## src/rtl/scl_guard_pkg.sv

```systemverilog
package scl_guard_pkg;
  typedef enum logic [1:0] {
    MODE_OFF  = 2'd0,
    MODE_MIN  = 2'd1,
    MODE_FULL = 2'd2
  } sg_mode_e;

  // select rank: 11 -> 0, 00 -> 1, 01 -> 2, 10 -> 3
  function automatic logic [1:0] sel_rank(input logic [1:0] sel);
    return (sel == 2'b11) ? 2'd0 : sel + 2'd1;
  endfunction
endpackage

```

## src/rtl/sg_bus_events.sv

```systemverilog
module sg_bus_events (
  input  logic clk,
  input  logic rst,
  input  logic scl_s,
  input  logic sda_s,
  output logic scl_chg,
  output logic start_p,
  output logic stop_p
);
  logic scl_q, sda_q;

  always_ff @(posedge clk) begin
    if (rst) begin
      scl_q <= 1'b1;
      sda_q <= 1'b1;
    end else begin
      scl_q <= scl_s;
      sda_q <= sda_s;
    end
  end

  assign scl_chg = scl_s ^ scl_q;
  assign start_p = scl_s & scl_q & sda_q & ~sda_s;
  assign stop_p  = scl_s & scl_q & ~sda_q & sda_s;
endmodule

```

## src/rtl/sg_mode_decode.sv

```systemverilog
module sg_mode_decode
  import scl_guard_pkg::*;
(
  input  logic     slv_en,
  input  logic     mst_req,
  input  logic     mst_act,
  input  logic     run_en,
  output sg_mode_e mode
);
  logic any_en;
  assign any_en = slv_en | mst_req | mst_act;

  always_comb begin
    if (!any_en)     mode = MODE_OFF;
    else if (run_en) mode = MODE_FULL;
    else             mode = MODE_MIN;
  end
endmodule

```

## src/rtl/sg_phase_counter.sv

```systemverilog
module sg_phase_counter
  import scl_guard_pkg::*;
#(
  parameter int CNT_W = 10,
  parameter int LOW_W = 3
) (
  input  logic       clk,
  input  logic       rst,
  input  sg_mode_e   mode,
  input  logic [1:0] cnt_sel,
  input  logic       tick,
  input  logic       scl_chg,
  input  logic       start_p,
  input  logic       stop_p,
  output logic       min_done,
  output logic       tmo_hit
);
  localparam int MIN_BASE = (1 << LOW_W) - 4;
  localparam int TO_BASE  = (1 << CNT_W) - 4;
  localparam logic [LOW_W-1:0] LOW_MAX = '1;

  logic [CNT_W-1:0] cnt, min_full, tmo_full;
  logic [LOW_W-1:0] low, low_inc, min_low;
  logic             frame, evt, min_hit;

  assign evt      = scl_chg | start_p | stop_p;
  assign min_full = CNT_W'(MIN_BASE) + CNT_W'(sel_rank(cnt_sel));
  assign tmo_full = CNT_W'(TO_BASE) + CNT_W'(sel_rank(cnt_sel));
  assign min_low  = min_full[LOW_W-1:0];
  assign low      = cnt[LOW_W-1:0];
  assign low_inc  = low + 1'b1;

  always_comb begin
    min_hit = 1'b0;
    tmo_hit = 1'b0;
    if (tick && !evt) begin
      if (mode == MODE_MIN)
        min_hit = (low != LOW_MAX) && (low_inc == min_low);
      else if (mode == MODE_FULL && frame) begin
        min_hit = (cnt == min_full - 1'b1);
        tmo_hit = (cnt == tmo_full - 1'b1);
      end
    end
  end

  always_ff @(posedge clk) begin
    if (rst) begin
      cnt      <= '0;
      frame    <= 1'b0;
      min_done <= 1'b0;
    end else begin
      min_done <= min_hit;
      if (mode == MODE_OFF) begin
        cnt   <= '0;
        frame <= 1'b0;
      end else begin
        if (start_p)     frame <= 1'b1;
        else if (stop_p) frame <= 1'b0;
        if (mode == MODE_MIN) begin
          if (evt)                         cnt[LOW_W-1:0] <= '0;
          else if (tick && low != LOW_MAX) cnt[LOW_W-1:0] <= low_inc;
        end else begin
          if (evt || !frame)                cnt <= '0;
          else if (tick && cnt != tmo_full) cnt <= cnt + 1'b1;
        end
      end
    end
  end

  assert_off_clear_R2: assert property (@(posedge clk) disable iff (rst)
    (mode == MODE_OFF) |=> (cnt == '0 && !min_done));
  assert_upper_frozen_R4: assert property (@(posedge clk) disable iff (rst)
    (mode == MODE_MIN) |=> $stable(cnt[CNT_W-1:LOW_W]));
  assert_one_cycle_R5: assert property (@(posedge clk) disable iff (rst)
    min_done |=> !min_done);
  assert_evt_clear_R7: assert property (@(posedge clk) disable iff (rst)
    (mode == MODE_FULL && evt) |=> (cnt == '0));
  assert_tick_gate_R8: assert property (@(posedge clk) disable iff (rst)
    (!tick && !evt && (mode == MODE_MIN || (mode == MODE_FULL && frame)))
      |=> $stable(cnt));
endmodule

```

## src/rtl/sg_timeout_flag.sv

```systemverilog
module sg_timeout_flag (
  input  logic clk,
  input  logic rst,
  input  logic set_p,
  input  logic clr_p,
  output logic flag
);
  always_ff @(posedge clk) begin
    if (rst)        flag <= 1'b0;
    else if (set_p) flag <= 1'b1;
    else if (clr_p) flag <= 1'b0;
  end

  assert_sticky_R9: assert property (@(posedge clk) disable iff (rst)
    (flag && !clr_p) |=> flag);
  assert_set_wins_R9: assert property (@(posedge clk) disable iff (rst)
    set_p |=> flag);
endmodule

```

## src/rtl/scl_guard_timer.sv

```systemverilog
module scl_guard_timer
  import scl_guard_pkg::*;
#(
  parameter int CNT_W = 10,
  parameter int LOW_W = 3
) (
  input  logic       clk,
  input  logic       rst,
  input  logic       slv_en,
  input  logic       mst_req,
  input  logic       mst_act,
  input  logic       run_en,
  input  logic [1:0] cnt_sel,
  input  logic       mc_tick,
  input  logic       scl_s,
  input  logic       sda_s,
  input  logic       to_clr,
  output logic       min_done,
  output logic       to_flag,
  output logic       to_irq
);
  sg_mode_e mode;
  logic     scl_chg, start_p, stop_p, tmo_hit;

  sg_bus_events u_evt (
    .clk(clk), .rst(rst), .scl_s(scl_s), .sda_s(sda_s),
    .scl_chg(scl_chg), .start_p(start_p), .stop_p(stop_p)
  );

  sg_mode_decode u_mode (
    .slv_en(slv_en), .mst_req(mst_req), .mst_act(mst_act),
    .run_en(run_en), .mode(mode)
  );

  sg_phase_counter #(.CNT_W(CNT_W), .LOW_W(LOW_W)) u_cnt (
    .clk(clk), .rst(rst), .mode(mode), .cnt_sel(cnt_sel), .tick(mc_tick),
    .scl_chg(scl_chg), .start_p(start_p), .stop_p(stop_p),
    .min_done(min_done), .tmo_hit(tmo_hit)
  );

  sg_timeout_flag u_flag (
    .clk(clk), .rst(rst), .set_p(tmo_hit), .clr_p(to_clr), .flag(to_flag)
  );

  assign to_irq = to_flag;

  assert_irq_follows_R9: assert property (@(posedge clk) disable iff (rst)
    to_irq == to_flag);
endmodule

```

## config.mk

```make
export PLATFORM = sky130hd
export DESIGN_NAME = scl_guard_timer
export DESIGN_NICKNAME = d
export VERILOG_FILES = /design/src/rtl/scl_guard_pkg.sv /design/src/rtl/sg_bus_events.sv /design/src/rtl/sg_mode_decode.sv /design/src/rtl/sg_phase_counter.sv /design/src/rtl/sg_timeout_flag.sv /design/src/rtl/scl_guard_timer.sv
export SDC_FILE = /design/constraint.sdc
export NUM_CORES = 1
export LEC_CHECK = 0
export ABC_AREA = 1
export BUFFER_PORTS_ARGS = -buffer_cell sky130_fd_sc_hd__buf_2
export CAP_MARGIN = 15
export CORE_ASPECT_RATIO = 1.75
export CORE_MARGIN = 10
export CORE_UTILIZATION = 35
export CTS_BUF_LIST = sky130_fd_sc_hd__clkbuf_16
export DETAILED_ROUTE_END_ITERATION = 7
export PLACE_DENSITY_LB_ADDON = 0.12
export SKIP_LAST_GASP = 1
export SYNTH_ARGS = -nofsm -noshare
export SYNTH_HDL_FRONTEND = slang
export SYNTH_SLANG_ARGS = --single-unit
```

## constraint.sdc

```tcl
create_clock -name clk -period 1.78 [get_ports clk]
set_clock_uncertainty 0.2 [all_clocks]
set_input_delay 0.356 -clock clk [delete_from_list [all_inputs] [get_ports clk]]
set_output_delay 0.356 -clock clk [all_outputs]
set_load 0.005 [all_outputs]
```

* Yosys cells after proc, flatten, opt, wreduce, memory -nomap -nowiden
Index checks and enable logic that the tools add are counted.
Word-level totals: flip-flop bits (word level) 15, input port bits 12, output and inout port bits 3, word-level logic and storage cells 71
Cells by class: add/subtract/negate cells 7, equality and inequality tests 9, mux-type cells 17, bitwise operators 14, reductions and logical operators 17
Operator list (count):
- $eq 10x10->1 | 2
- $mux 10 | 2
- $sub 10x1->10 const B | 2
- $add 10x1->10 const B | 1
- $ne 10x10->1 | 1
- $mux 1 | 9
- $mux 3 | 3
- $mux 2 | 3
- $reduce_bool 2->1 | 3
- $and 1x1->1 | 5
- $logic_and 1x1->1 | 5
- $add 3x2->4 const A | 1
- $add 3x3->4 const A | 1
- $eq 2x2->1 const B | 2
- $not 1->1 | 4
- $or 1x1->1 | 4
- $reduce_and 2->1 | 2
- $reduce_or 2->1 | 2
- $add 3x1->3 const B | 1
- $eq 3x3->1 | 1
- $ne 3x2->1 const B | 1
- $ne 3x3->1 const B | 1
- $reduce_bool 3->1 | 1
- $add 2x1->2 const B | 1
- other kinds (5) | 6

* Depth between registers and ports, before layout
Gate-level depths: netlist (run 1).
depth in word-level cells 9, gate-level depth with buffers 12, gate-level depth less buffers 12

* Cells and area by module
From an unflattened synthesis (run 1), not the netlist that was laid out.
Unflattened totals: cell total of the unflattened synthesis 178, area, all modules 1098.6 sq um
By module, submodules not included:
- sg_phase_counter | instances 1, cells an instance 158, area an instance 949.7 sq um, seq. area each 240.2 sq um
- sg_bus_events | instances 1, cells an instance 9, area an instance 80.1 sq um, seq. area each 40.0 sq um
- sg_timeout_flag | instances 1, cells an instance 5, area an instance 40.0 sq um, seq. area each 20.0 sq um
- sg_mode_decode | instances 1, cells an instance 5, area an instance 21.3 sq um, seq. area each 0.0 sq um
- scl_guard_timer | instances 1, cells an instance 1, area an instance 7.5 sq um, seq. area each 0.0 sq um

* Least setup slack after synthesis (run 1)
No wires, ideal clock.
path type input to register, from input port cnt_sel[0], to register u_cnt.cnt[0], setup time 0.115 ns, arrival 1.385 ns, required time 1.465 ns, path slack 0.080 ns, cell stages on the path 11, path buffers 0, cell sequence inv_1 > ha_1 > inv_1 > nand2_1 > nand2_1 > nor2_1 > nand2_1 > nand2_2 > nand3_2 > a21oi_1 > nor2_1
On the way: longest elaborated chain between the ends 7, elaborated cells on any way between the ends 8, classes of those cells add/sub: 2; eq/ne: 2; mux: 1; reduce/logical: 3
RTL lines:
- start: declaration | line scl_guard_timer.sv:13 | input logic [1:0] cnt_sel,
- $add 2x1->2 or $eq 2x2->1 (tied branches) | line scl_guard_pkg.sv:10 | return (sel == 2'b11) ? 2'd0 : sel + 2'd1;
- $mux 2 * | line scl_guard_pkg.sv:10
- $add 3x3->4 * | line sg_phase_counter.sv:28 | assign tmo_full = CNT_W'(TO_BASE) + CNT_W'(sel_rank(cnt_sel));
- $ne 10x10->1 * | line sg_phase_counter.sv:64 | else if (tick && cnt != tmo_full) cnt <= cnt + 1'b1;
- $logic_and 1x1->1 * | line sg_phase_counter.sv:64
- $reduce_bool 3->1 (no source line) *
- $reduce_and 2->1 (no source line) *
- end signal: indexed assignment | line sg_phase_counter.sv:61 | else if (tick && low != LOW_MAX) cnt[LOW_W-1:0] <= low_inc;
- end signal: assignment | line sg_phase_counter.sv:64
- end: declaration | line sg_phase_counter.sv:22 | logic [CNT_W-1:0] cnt, min_full, tmo_full;
Mark *: on every way between the ends. The rest lies on a longest branch, timed or not. A chain may end at the register's enable or synchronous reset.

* Worst setup path in the final report (run 1)
from register u_evt.scl_q, to register u_flag.flag
On the way: longest elaborated chain between the ends 9, elaborated cells on any way between the ends 13, classes of those cells mux: 2; bitwise: 8; reduce/logical: 3
RTL lines:
- start: declaration | line sg_bus_events.sv:10 | logic scl_q, sda_q;
- start signal: assignment | line sg_bus_events.sv:17 | scl_q <= scl_s;
- $and 1x1->1 | line sg_bus_events.sv:23, sg_bus_events.sv:24
- $and 1x1->1 (2 in series) | line sg_bus_events.sv:23 | assign start_p = scl_s & scl_q & sda_q & ~sda_s;
- $or 1x1->1 | line sg_phase_counter.sv:26 | assign evt = scl_chg | start_p | stop_p;
- $or 1x1->1 * | line sg_phase_counter.sv:26
- $logic_not 1->1 * | line sg_phase_counter.sv:36 | if (tick && !evt) begin
- $logic_and 1x1->1 * | line sg_phase_counter.sv:36
- $mux 1 * | line sg_phase_counter.sv:36
- $mux 1 or $reduce_bool 2->1 (tied branches)
- end signal: assignment | line sg_timeout_flag.sv:9 | if (rst) flag <= 1'b0;
- end signal: assignment | line sg_timeout_flag.sv:10 | else if (set_p) flag <= 1'b1;
- end signal: assignment | line sg_timeout_flag.sv:11 | else if (clr_p) flag <= 1'b0;
- end: declaration | line sg_timeout_flag.sv:6 | output logic flag
Marks and branches as above.

==> results of run 1 <==
[worst min-delay path by stage]
stage,startpoint,to,slack [ns],cells past startpoint
after floorplan,rst,u_flag.flag,0.23,1
after global placement,u_flag.flag,u_flag.flag,0.26,2
after detailed placement,u_flag.flag,u_flag.flag,0.27,2
after CTS,rst,u_flag.flag,0.11,2
after global routing,rst,u_flag.flag,0.11,2
final,rst,u_flag.flag,0.10,2
[worst max-delay path, cell delays in order (launching register included)]
cell and delay, ns:
dfxtp_1 0.34, ha_4 0.20, nand3b_1 0.26, buf_4 0.20, nor2_1 0.16, nand3_1 0.15
a21oi_1 0.14
[layout by cell type (no fill, tap or decap), types with 2 or more instances in the layout]
cell type  count
a21oi_1        9
a21oi_2        4
buf_2         14
buf_4         17
clkbuf_16      3
dfxtp_1       10
dfxtp_2        5
ha_1           3
ha_4           2
inv_1         25
nand2_1       53
nand2_2        4
nand2_4        2
nand3_1       22
nand3b_1       2
nand4_1        3
nor2_1        23
nor3_1         3
nor4_1         2
xor2_1         4
[where the power goes]
group	internal (mW)	switching, mW
registers	0.345	0.00870
clock network	0.300	0.134
logic	0.0738	0.0933
[through the flow]
stage / worst slack, ns / TNS (ns) / util [%] / cells / cell area (µm²)
4_1_cts: 0.00588 / 0 / 45.2 / 259 / 1440
6_report: 0.0683 / 0 / 47.6 / 262 / 1510
3_3_place_gp: -0.0902 / -0.810 / 42.7 / 255 / 1360
2_1_floorplan: 0.0802 / 0 / - / 188 / 1160
3_5_place_dp: -0.132 / -1.08 / 42.7 / 255 / 1360
5_1_grt: -0.0151 / -0.0227 / 47.6 / 262 / 1510
[registers in the layout, summed over array words and instances (netlist names)]
signal / cells
u_cnt.cnt: 10
u_cnt.frame: 1
u_cnt.min_done: 1
u_evt.scl_q: 1
u_evt.sda_q: 1
u_flag.flag: 1
[area by class of cell]
| cell class | count | share of cell area (%) |
|---|---|---|
| clock buffers | 3 | 4.96 |
| repair buffers | 31 | 13.1 |
| well taps | 43 | 3.56 |
| clock inverters | 1 | 0.331 |
| inverters | 27 | 6.70 |
| flip-flops and latches | 15 | 20.3 |
| multi-input cells | 142 | 51.1 |
[cells by family (layout without fill, tap and decap cells)]
logic type / after synthesis / after routing / synth area share, %
AND/OR/NAND/NOR: 118 / 118 / 46.6
buffers and inverters: 31 / 62 / 11.8
flip-flops: 15 / 15 / 25.8
AO/OA/AOI/OAI: 14 / 14 / 6.57
adder cells (fa/ha/maj): 5 / 5 / 5.38
XOR/XNOR: 5 / 5 / 3.77
[repair_timing]
| item | CTS | global route |
|---|---|---|
| endpoints found under the setup margin | 0 | 10 |
| setup buffers | 0 | 3 |
| hold buffers | 0 | 0 |
| resized for setup | 0 | 13 |
[layer usage]
metal / wire length, µm / track usage [%] / vias up
li1: - / - / 654
met1: 1150 / 9.87 / 557
met2: 1800 / 21.1 / 22
met3: 68 / 1.51 / 11
met4: 115 / 5.68 / 0
met5: 0 / 0 / -
==> reports/results.tsv, run 1 <==
stage	metric	value	unit
layout	seqCellArea	307	µm²
placed_design	portBuffers	14	
global_routing	track_usage	10.5	%
detailed_routing	drc	0	
setup_path	worstPathRequired	1.76	ns
layout	layout-drive-gt1-share	26.0	%
detailed_routing	routed_via_density	4.75	
clock_network	htree_levels	1	
sta	setup_violations	0	
global_routing	grt_pass1_wl	5.31	mm
synth	async_flop_share	0	%
layout	area_growth	30.1	%
sta	timing.slew.headroom	79.1	%
setup_path	r2r-start	u_evt.scl_q	
clock_network	clk-insertion-delay-late	0.24	ns
floorplanning	die_h	96.2	µm
setup_path	path_class	reg -> reg	
detailed_routing	drt-total-wl	3.13	mm
synth	ys_seq_area_share	25.8	%
synth	synthCells	188	
layout	nets	237	
sta	fin_crit_sh	96.2	%
synth	yosys_warnings	0	
global_routing	overflow	0	
sta	maxSlewViolCount	0	
synth	yosysTopAreaCell	dfxtp_1	
sta	fmax	584	MHz
setup_path	start_kind	flip-flop	
sta	layout_min_cycle_time	1.71	ns
synth	synth_seq_cells	15	
setup_path	r2r_end	u_flag.flag	
clock_network	root_buffer	clkbuf_16	
sta	tightest_slew	0.311	ns
setup_path	critPathLaunch	u_evt.scl_q	
synth	yosysMostFrequentCell	nand2_1	
sta	grt_setup_unrepaired	true	
global_routing	grt_max_degree	10	
detailed_routing	vias	1244	
clock_network	tritoncts	built	
synth	synth_top_area_share	25.8	%
clock_network	clkSlewWorstSetupHoldPaths	0.05	ns
detailed_routing	drt-initial-drc-count	43	
global_routing	grt_pass1_vias	1288	
synth	synth_nets	205	
setup_path	end_kind	flip-flop	
synth	syn_area	1160	µm²
synth	synth_commonest_cells	55 x nand2_1, 25 x inv_1, 23 x nor2_1	
pwr	power_per_cell_area	631	nW/µm²
sta	hold_violations	0	
synth	avgSynthCellArea	6.18	µm²
job	max-cap-violations	0	
synth	synth-edff-count	0	
pwr	p_leak	0.732	nW
pwr	vdd_drop_max	0.395	mV
floorplanning	start_util	36.6	%
detailed_routing	post_drt_wl_per_cell	11.9	µm
clock_network	clock-sinks	15	
placed_design	dp.final_hpwl	2.57	mm
sta	fin_hold_ws	0.102	ns
detailed_routing	ant_nets	0	
synth	synthFlopType	dfxtp_1	
setup_path	cp-endpoint	u_flag.flag	
run_status	status	finished, final reports clean	
setup_path	worstRegToRegCells	6	
setup_path	reg2reg_setup_slack	0.07	ns
layout	multi_input_area	773	µm²
floorplanning	core_area	3180	µm²
floorplanning	floorplan.die_area	6120	µm²
pwr	totalPowerFinal	955	µW
setup_path	worstPathMaxFanout	2	
worst_hold_path	hold_class	in -> reg	
detailed_routing	drtPass1Iterations	4	
floorplanning	die_width	63.6	µm
floorplanning	io_pins	15	
setup_path	critPathArrivalTime	1.69	ns
layout	diodes	0	
global_routing	antenna_found_initial	0	
synth	synth_area_leaders	dfxtp_1 26%, nand2_1 18%, nand3_1 9.5%, inv_1 8.1%, nor2_1 7.4%	
synth	ys_types	25	
clock_network	clk_path_buf_depth	2	
floorplanning	rows	27	
clock_network	cts_buffers	3	
layout	fillers	352	
placed_design	gp_congestion	0.867	
(Power assumes the default switching activity.)
==> inputs of run 2 (changes only) <==
==> constraint.sdc (replaced) <==
create_clock -name clk -period 1.78 [get_ports clk]
set_clock_uncertainty 0.2 [all_clocks]
set_input_delay 0.089 -clock clk [delete_from_list [all_inputs] [get_ports clk]]
set_output_delay 0.089 -clock clk [all_outputs]
set_load 0.005 [all_outputs]
==> run 2 against run 1 <==
Effect of this change: clock-buffer cell count unchanged; sequential share of layout area increased by 0.34 points; register-to-register slack is essentially flat; utilization down 0.79 points; fmax shrank 1.1%; cell count decreased by 1.5%; largest power group unchanged; highest routed layer unchanged.
==> reports/results.tsv, run 2 (synthesis gave the netlist of run 1 again) <==
stage	metric	value	unit	change
run_status	status	finished, final reports clean		
floorplanning	core_area	3180	µm²	unchanged
setup_path	crit_top_cell	nand3b_1		
setup_path	critPathTopFamily	buffers and inverters		
clock_network	clk-insertion-delay-late	0.25	ns	about the same
job	max-cap-violations	0		unchanged
layout	fillers	363		+3.1%
floorplanning	floorplan.die_area	6120	µm²	unchanged
sta	layout_min_cycle_time	1.73	ns	+0.0194 ns
global_routing	grt_pass1_wl	5.43	mm	+2.3%
detailed_routing	routed_via_density	4.90		+3.1%
pwr	totalPowerFinal	962	µW	+0.71%
global_routing	track_usage	11.1	%	+0.54 points
sta	maxSlewViolCount	0		unchanged
pwr	power_per_cell_area	646	nW/µm²	+2.4%
floorplanning	die_width	63.6	µm	unchanged
clock_network	htree_levels	1		unchanged
clock_network	clock-sinks	15		unchanged
setup_path	cp_slowest_cell	dlygate4sd3_1		
placed_design	gp_congestion	0.866		-0.15%
clock_network	clk_path_buf_depth	2		unchanged
layout	area_growth	28.0	%	
layout	layout-drive-gt1-share	23.3	%	-2.8 points
setup_path	path_class	in -> reg		
worst_hold_path	hold_start	mc_tick		
detailed_routing	drtPass1Iterations	4		unchanged
layout	diodes	0		unchanged
placed_design	dp.final_hpwl	2.62	mm	+1.9%
global_routing	overflow	0		unchanged
layout	postLayoutCellArea	1490	µm²	-1.7%
floorplanning	die_h	96.2	µm	unchanged
sta	timing.slew.headroom	77.1	%	-2.0 points
setup_path	critPathLaunch	sda_s		
floorplanning	io_pins	15		unchanged
sta	setup_violations	0		unchanged
clock_network	tritoncts	built		
detailed_routing	vias	1263		+1.5%
clock_network	cts_buffers	3		unchanged
worst_hold_path	hold_class	in -> reg		
layout	largest_reg_flops	10		unchanged
detailed_routing	post_drt_wl_per_cell	12.4	µm	+4.0%
setup_path	critical-path-max-stage-delay	0.53	ns	+0.19 ns
setup_path	r2r-start	u_evt.scl_q		
sta	hold_violations	0		unchanged
setup_path	critPathArrivalTime	1.66	ns	-0.03 ns
setup_path	cp_cell_sequence	dlygate4sd3_1 > buf_2 > nand3b_1 > nand3b_1 > nor2_8 > nand2_4 > buf_4 > nand3_1 > a21oi_1		
setup_path	end_kind	flip-flop		
detailed_routing	drt-initial-drc-count	40		-7.0%
setup_path	start_kind	input port		
sta	fmax	578	MHz	-1.1%
setup_path	worstPathRequired	1.71	ns	-0.05 ns
sta	grt_setup_unrepaired	true		
setup_path	cp.buffers_inverters	3		+2
global_routing	grt_max_degree	10		unchanged
sta	fin_setup_tns	0	ns	unchanged
layout	fin_util	46.8	%	-0.79 points
layout	final_cell_mix	53 x nand2_1, 25 x inv_1, 22 x nor2_1		
clock_network	root_buffer	clkbuf_16		
global_routing	antenna_found_initial	0		unchanged
placed_design	portBuffers	14		unchanged
layout	final_common_cell	nand2_1		
clock_network	clkSlewWorstSetupHoldPaths	0.05	ns	about the same
global_routing	grt_pass1_vias	1244		-3.4%
setup_path	worstPathMaxFanout	7		+5
placed_design	postPlaceCellArea	1290	µm²	-4.4%
pwr	vdd_drop_max	0.510	mV	+29%
detailed_routing	drc	0		unchanged
detailed_routing	ant_nets	0		unchanged
layout	largest_register	u_cnt.cnt		
detailed_routing	drt-total-wl	3.20	mm	+2.4%
floorplanning	rows	27		unchanged
sta	fin_crit_sh	97.3	%	+1.1 points
sta	tightest_slew	0.341	ns	+0.0296 ns
pwr	p_leak	0.711	nW	-2.8%
floorplanning	start_util	36.6	%	unchanged
layout	nets	233		-1.7%
## run 2: worst paths after layout
| path | end | slack [ns] | cells after the start |
|---|---|---|---|
| worst max register to register | u_cnt.cnt[7] | 0.06 | 8 |
| worst max-delay path | u_cnt.cnt[7] | 0.05 | 9 |
| worst min-delay path | u_cnt.min_done | 0.07 | 5 |
| worst min register to register | u_flag.flag | 0.27 | 2 |
## run 2: area by class of cell
class	count	area, µm²	area share (%)
multi-input combinational	142	768	51.6
sequential	15	307	20.6
timing repair buffer	27	178	11.9
inverter	27	101	6.81
clock buffer	3	75.1	5.05
tap	43	53.8	3.62
clock inverter	1	5.00	0.336
## run 2: tightest hold or removal path, cell delays in order
cell and delay (ns):
buf_2 0.11, inv_1 0.09, nor2_1 0.07, nand2_1 0.06, a21oi_1 0.04
## run 2: metrics by stage
| stage | worst slack (ns) | hold WS [ns] | instances |
|---|---|---|---|
| 6_report | 0.0489 | 0.0661 | 258 |
| 5_1_grt | -0.0417 | 0.107 | 258 |
| 4_1_cts | 0.0386 | 0.0721 | 255 |
| 3_5_place_dp | 0.0442 | 0.0933 | 247 |
| 3_3_place_gp | 0.0319 | 0.0943 | 247 |
| 2_1_floorplan | 0.181 | -0.0419 | 188 |
## run 2: per-layer routing
layer	up-vias	track usage, %	share of wire, %
met5	-	0	0
met1	571	10.1	37
li1	653	-	-
met2	28	21.5	56
met4	0	7.51	4.2
met3	11	1.98	2.5
## run 2: repair_timing
action                                  CTS  global route
hold buffers                              4             0
endpoints found under the hold margin     7             0
buffers inserted                          0             3
endpoints found under the setup margin    0            10
gates resized for setup                   0            14
## run 2: power breakdown
| part | total [mW] | switching (mW) | internal [mW] |
|---|---|---|---|
| registers | 0.354 | 0.00923 | 0.345 |
| clock network | 0.457 | 0.156 | 0.301 |
| logic | 0.151 | 0.0885 | 0.0623 |
| total | 0.962 | 0.254 | 0.708 |
